$ cat config.mk
export PLATFORM = sky130hd
export DESIGN_NAME = iter_divider
export DESIGN_NICKNAME = d
export VERILOG_FILES = /design/src/rtl/div_pkg.sv /design/src/rtl/div_ctrl.sv /design/src/rtl/div_core.sv /design/src/rtl/iter_divider.sv
export SDC_FILE = /design/constraint.sdc
export NUM_CORES = 1
export LEC_CHECK = 0
export CORE_ASPECT_RATIO = 1.75
export CORE_MARGIN = 2
export CORE_UTILIZATION = 35
export CTS_BUF_LIST = sky130_fd_sc_hd__clkbuf_4 sky130_fd_sc_hd__clkbuf_8
export DETAILED_ROUTE_END_ITERATION = 10
export SETUP_SLACK_MARGIN = 0.1
export SYNTH_ARGS = -nofsm -noshare
export SYNTH_HDL_FRONTEND = slang
export SYNTH_SLANG_ARGS = --single-unit
export TNS_END_PERCENT = 20
$ cat constraint.sdc
create_clock -name clk -period 4.9 [get_ports clk]
set_input_delay 1.225 -clock clk [delete_from_list [all_inputs] [get_ports clk]]
set_output_delay 1.225 -clock clk [all_outputs]
set_load 0.05 [all_outputs]
$ cat src/rtl/div_pkg.sv
package div_pkg;

    typedef enum logic [2:0] {
        S_IDLE,
        S_SETUP,
        S_ABS,
        S_ITER,
        S_NEG,
        S_DONE
    } div_state_e;

    typedef enum logic [2:0] {
        OP_NONE,
        OP_LOAD,
        OP_SETUP,
        OP_ABS,
        OP_STEP,
        OP_NEG
    } div_op_e;

endpackage

$ cat src/rtl/div_ctrl.sv
module div_ctrl
    import div_pkg::*;
#(
    parameter int W = 32
) (
    input  logic    clk,
    input  logic    rst_n,
    input  logic    start_i,
    input  logic    signed_i,
    output div_op_e op_o,
    output logic    sgn_o,
    output logic    busy_o,
    output logic    done_o
);

    localparam int CW = (W > 2) ? $clog2(W) : 1;
    localparam logic [CW-1:0] ITER_LAST = CW'(W - 1);
    localparam int LW = $clog2(W + 5);
    localparam logic [LW-1:0] LAT_U = LW'(W + 1);
    localparam logic [LW-1:0] LAT_S = LW'(W + 3);

    div_state_e      state_q, state_d;
    logic [CW-1:0]   cnt_q;
    logic            sgn_q;
    logic            accept;

    assign accept = (state_q == S_IDLE) && start_i;
    assign sgn_o  = sgn_q;

    // next-state decision
    always_comb begin
        state_d = state_q;
        unique case (state_q)
            S_IDLE:  if (accept) state_d = S_SETUP;
            S_SETUP: state_d = sgn_q ? S_ABS : S_ITER;
            S_ABS:   state_d = S_ITER;
            S_ITER:  if (cnt_q == ITER_LAST) state_d = sgn_q ? S_NEG : S_DONE;
            S_NEG:   state_d = S_DONE;
            S_DONE:  state_d = S_IDLE;
            default: state_d = S_IDLE;
        endcase
    end

    // state register
    always_ff @(posedge clk or negedge rst_n) begin
        if (!rst_n) begin
            state_q <= S_IDLE;
            cnt_q   <= '0;
            sgn_q   <= 1'b0;
        end else begin
            state_q <= state_d;
            cnt_q   <= (state_q == S_ITER) ? cnt_q + 1'b1 : '0;
            if (accept) sgn_q <= signed_i;
        end
    end

    // outputs
    always_comb begin
        busy_o = (state_q != S_IDLE);
        done_o = (state_q == S_DONE);
        unique case (state_q)
            S_IDLE:  op_o = accept ? OP_LOAD : OP_NONE;
            S_SETUP: op_o = OP_SETUP;
            S_ABS:   op_o = OP_ABS;
            S_ITER:  op_o = OP_STEP;
            S_NEG:   op_o = OP_NEG;
            S_DONE:  op_o = OP_NONE;
            default: op_o = OP_NONE;
        endcase
    end

    // independent latency counter for checking only
    logic [LW-1:0] lat_q;
    always_ff @(posedge clk or negedge rst_n) begin
        if (!rst_n)       lat_q <= '0;
        else if (accept)  lat_q <= '0;
        else if (busy_o)  lat_q <= lat_q + 1'b1;
    end

    p_done_in_busy_r5: assert property (@(posedge clk) disable iff (!rst_n)
        done_o |-> busy_o);

    p_done_pulse_r5: assert property (@(posedge clk) disable iff (!rst_n)
        done_o |=> !done_o);

    p_no_reentry_r6: assert property (@(posedge clk) disable iff (!rst_n)
        (state_q != S_IDLE) |=> (state_q != S_SETUP));

    p_latency_r3_r4: assert property (@(posedge clk) disable iff (!rst_n)
        done_o |-> (lat_q == (sgn_q ? LAT_S : LAT_U)));

endmodule

$ cat src/rtl/div_core.sv
module div_core
    import div_pkg::*;
#(
    parameter int W = 32
) (
    input  logic         clk,
    input  logic         rst_n,
    input  div_op_e      op_i,
    input  logic         sgn_i,
    input  logic         signed_i,
    input  logic [W-1:0] dividend_i,
    input  logic [W-1:0] divisor_i,
    output logic [W-1:0] quo_o
);

    logic [W-1:0] a_q, b_q, r_q;
    logic         flip_q;
    logic [W:0]   shifted, trial;

    assign shifted = {r_q, a_q[W-1]};
    assign trial   = shifted - {1'b0, b_q};
    assign quo_o   = a_q;

    always_ff @(posedge clk or negedge rst_n) begin
        if (!rst_n) begin
            a_q    <= '0;
            b_q    <= '0;
            r_q    <= '0;
            flip_q <= 1'b0;
        end else begin
            unique case (op_i)
                OP_LOAD: begin
                    a_q <= dividend_i;
                    b_q <= divisor_i;
                end
                OP_SETUP: begin
                    r_q    <= '0;
                    flip_q <= sgn_i & (a_q[W-1] ^ b_q[W-1]);
                end
                OP_ABS: begin
                    if (a_q[W-1]) a_q <= -a_q;
                    if (b_q[W-1]) b_q <= -b_q;
                end
                OP_STEP: begin
                    if (!trial[W]) begin
                        r_q <= trial[W-1:0];
                        a_q <= {a_q[W-2:0], 1'b1};
                    end else begin
                        r_q <= shifted[W-1:0];
                        a_q <= {a_q[W-2:0], 1'b0};
                    end
                end
                OP_NEG: if (flip_q) a_q <= -a_q;
                default: ;
            endcase
        end
    end

    // signed_i is only meaningful to the controller; keep it tied in here
    logic unused_ok;
    assign unused_ok = signed_i;

    p_zero_div_ones_r7: assert property (@(posedge clk) disable iff (!rst_n)
        (op_i == OP_STEP && b_q == '0) |=> a_q[0]);

    p_abs_positive_r2: assert property (@(posedge clk) disable iff (!rst_n)
        (op_i == OP_ABS && b_q[W-1] && b_q[W-2:0] != '0) |=> !b_q[W-1]);

endmodule

$ cat src/rtl/iter_divider.sv
module iter_divider
    import div_pkg::*;
#(
    parameter int W = 32
) (
    input  logic         clk,
    input  logic         rst_n,
    input  logic         start_i,
    input  logic         signed_i,
    input  logic [W-1:0] dividend_i,
    input  logic [W-1:0] divisor_i,
    output logic [W-1:0] quotient_o,
    output logic         busy_o,
    output logic         done_o
);

    div_op_e op;
    logic    sgn;

    div_ctrl #(.W(W)) u_ctrl (
        .clk      (clk),
        .rst_n    (rst_n),
        .start_i  (start_i),
        .signed_i (signed_i),
        .op_o     (op),
        .sgn_o    (sgn),
        .busy_o   (busy_o),
        .done_o   (done_o)
    );

    div_core #(.W(W)) u_core (
        .clk        (clk),
        .rst_n      (rst_n),
        .op_i       (op),
        .sgn_i      (sgn),
        .signed_i   (signed_i),
        .dividend_i (dividend_i),
        .divisor_i  (divisor_i),
        .quo_o      (quotient_o)
    );

    p_reset_idle_r10: assert property (@(posedge clk) disable iff (!rst_n)
        $rose(busy_o) |-> !done_o);

endmodule

==> impl_metrics.yaml <==
yosys:
  synth_enable_flop_cells: 0
  synth_top_family_by_area: "compound AO/OA/AOI/OAI gates"
  synth_top_area_share_pct: 33.3
  synthFlopType: "dfrtp_1"
  synthArstFlopShare_pct: 100
  synth-seq-cells: 106
  synth-compound-area-share_pct: 27.4
  synth_adder_area_share_pct: 6.06
  synth_cells: 976
  syn_area_um2: 7980
  ys_seq_area_share_pct: 33.3
  synth.avg_cell_area_um2: 8.17
  ys_types: 72
  synth_mux_area_share_pct: 3.53
  syn_nets: 1082
  synthXorXnorAreaFrac_pct: 5.05
  synthTopCellsByArea: "dfrtp_1 (33%), o21ai_0 (6.9%), ha_1 (5.8%), nand2_1 (4.4%), a21oi_1 (4.1%)"
  yosys_warnings: 0
  synthSimpleGateAreaFrac_pct: 19.2
  yosys.area.top_type: "dfrtp_1"
grt:
  gr-usage-met2_pct: 40.2
  grtUsageMet1_pct: 22.6
  grtUsageTotal_pct: 20.9
  use_met3_pct: 2.94
  grt_pass1_vias: 7709
  antenna_found_initial: 0
  grt_remaining_overflow: 0
  busiest_layer: "met2"
  grt_pass1_wl_um: 40400
  grt_max_degree: 64
flow_run:
  drv_cap: 0
floorplanning:
  die_area_um2: 24100
  io_pins: 102
  rows: 73
  start_util_pct: 35.4
  die_w_um: 118
  fp.dieH_um: 204
  core_um2: 22600
cells_and_area:
  drive_above_1_share_pct: 5.78
  num-fill-cells: 2294
  nNetsFinal: 1157
  final_cell_count_no_fill: 1356
  multiInputGateArea_um2: 4900
  antenna_cells: 0
  layout-area-overhead-vs-synth_pct: 18.5
  regArea_um2: 2650
placed_design:
  place_inst: 1340
  io_buffer_count: 101
  place_hpwl_um: 18500
  gp_congestion: 0.844
worst_setup_path:
  cpMaxStageDelayCell: "clkdlybuf4s50_1"
  crit_required_ns: 3.67
  crit_family: "buffers and inverters"
  arrival_ns: 2.39
  critPathMaxFanout: 23
  path_depth: 3
  criticalPathCategory: "register to primary output"
  critPathBufInv: 1
  crit_chain: "nand2b_1 -> nor2_1 -> clkdlybuf4s50_1"
  reg2reg_depth: 13
  start_kind: "register"
  max_stage_delay_ns: 0.83
  end_kind: "primary output"
timing:
  slew_headroom_pct: 37.5
  tightest_slew_ns: 0.914
  fmax_mhz: 276
  slew_viol_final: 0
  rsz0062_at_grt: "false"
  min_period_ns: 3.62
  clock_skew_ns: 0.0204
  hold_viol_final: 0
  setup_violations: 0
  fin_crit_sh_pct: 73.9
  fin_setup_tns_ns: 0
routing:
  drt_wl_total_um: 24800
  vias: 7656
  vias_per_cell: 5.65
  drt_iter0_drc: 450
  drc: 0
  wl_per_cell_um: 18.3
  drtPass1Iterations: 6
  postRouteAntennaNets: 0
cts:
  cts_hold_buf: 0
  clock_latency_ns: 0.42
  cts_resized: 0
  cts_num_sinks: 106
  cts_root_buf: "clkbuf_8"
  tritoncts: "done"
  cts_max_level: 3
  numCtsBuffers: 9
  post-cts-setup-buffers: 0
  clockBufferDepth: 2
  path_clk_slew_ns: 0.13
worst_hold_path:
  hold-path-cell-count: 1
  hold_class: "register to register"
status:
  status: "finished clean"
pwr:
  ir_worst_vdd_uv: 364
  p_leak_nw: 3.84
  powerDensity_nw_per_um2: 828
-- layer usage --
| layer | up-vias | routed length [um] |
|---|---|---|
| met5 | - | 0 |
| met4 | 0 | 720 |
| met3 | 35 | 906 |
| met2 | 195 | 13600 |
| met1 | 3685 | 9570 |
| li1 | 3741 | - |
-- power breakdown --
part	total (mW)	internal [mW]	switching, mW
combinational	5.35	2.21	3.14
sequential	1.89	1.35	0.541
clock	0.587	0.206	0.381
total	7.83	3.76	4.06
-- layout make-up --
class	instances	area share, %
clock inverter	7	0.808
sequential	106	28.1
clock buffer	9	1.31
multi-input combinational	766	51.9
timing repair buffer	117	11.9
tap	300	3.97
inverter	51	2.03
-- cell families after synthesis --
group	count (synthesis)
simple gates	313
xor+xnor	46
flops	106
fa+ha+maj	38
buf+inv	104
mux	28
compound gates	341
-- worst paths after layout --
path                       slack [ns]                         end                     startpoint
max                              1.28                      done_o  u_ctrl.state_q[1]$_DFFE_PN0P_
min                              0.48   u_ctrl.cnt_q[0]$_DFF_PN0_      u_ctrl.cnt_q[0]$_DFF_PN0_
max reg2reg                      1.44  u_core.r_q[18]$_DFFE_PN0P_   u_core.quo_o[31]$_DFFE_PN0P_
min reg2reg                      0.48   u_ctrl.cnt_q[0]$_DFF_PN0_      u_ctrl.cnt_q[0]$_DFF_PN0_
max in group asynchronous        2.98  u_core.b_q[13]$_DFFE_PN0P_                          rst_n
min in group asynchronous        0.91  u_core.b_q[23]$_DFFE_PN0P_                          rst_n
-- Yosys cell counts, drive strengths merged, types with 4 or more instances --
cell type,count
a211oi,11
a21o,18
a21oi,66
a221oi,13
a222oi,13
a22oi,6
a2bb2oi,6
a31o,4
a31oi,8
a41oi,5
and2,5
and3,10
buf,8
clkbuf,45
dfrtp,106
ha,37
inv,51
mux2i,27
nand2,93
nand2b,7
nand3,28
nand4,8
nor2,79
nor2b,6
nor3,36
nor4,13
o211ai,12
o21a,8
o21ai,132
o31ai,9
or2,5
or3,6
or4,7
xnor2,31
xor2,15
-- metrics by stage --
step           power (mW)  setup WS [ns]  instance area, um^2  utilization (%)  hold slack [ns]
3_3_place_gp         7.15           1.57                 9250             41.0            0.461
3_5_place_dp         7.24           1.48                 9250             41.0            0.467
4_1_cts              7.86           1.26                 9450             41.9            0.484
2_1_floorplan        5.95           1.53                 7980                -            0.433
5_1_grt              8.53           1.17                 9450             41.9            0.507
6_report             7.83           1.28                 9450             41.9            0.481
-- layout by cell type, fill, tap and decap left out, types with 5 or more instances in the layout --
master / count
nor4_1: 8
o211ai_1: 11
a21oi_1: 66
a31oi_1: 8
or4_1: 6
xor2_1: 15
nand3_1: 28
o21ai_1: 21
and3_1: 10
buf_4: 17
nand2b_1: 6
a21o_1: 18
o31ai_1: 9
nor4_2: 5
nand4_1: 8
a22oi_1: 6
nor2_1: 78
a41oi_1: 5
and2_1: 5
clkbuf_8: 9
nor3_1: 35
inv_1: 51
o21ai_0: 110
a211oi_1: 10
a222oi_1: 13
ha_1: 37
o21a_1: 7
xnor2_1: 31
nand2_1: 93
clkdlybuf4s50_1: 100
mux2i_1: 27
a2bb2oi_1: 6
a221oi_1: 13
dfrtp_1: 106
nor2b_1: 6
-- registers in the layout, summed over array words and instances (netlist names) --
register,cells
u_core.b_q,32
u_core.quo_o,32
u_core.r_q,32
u_ctrl.cnt_q,5
u_ctrl.state_q,3
u_core.flip_q,1
u_ctrl.sgn_o,1
Note: power is estimated with default switching activity, not from simulation.
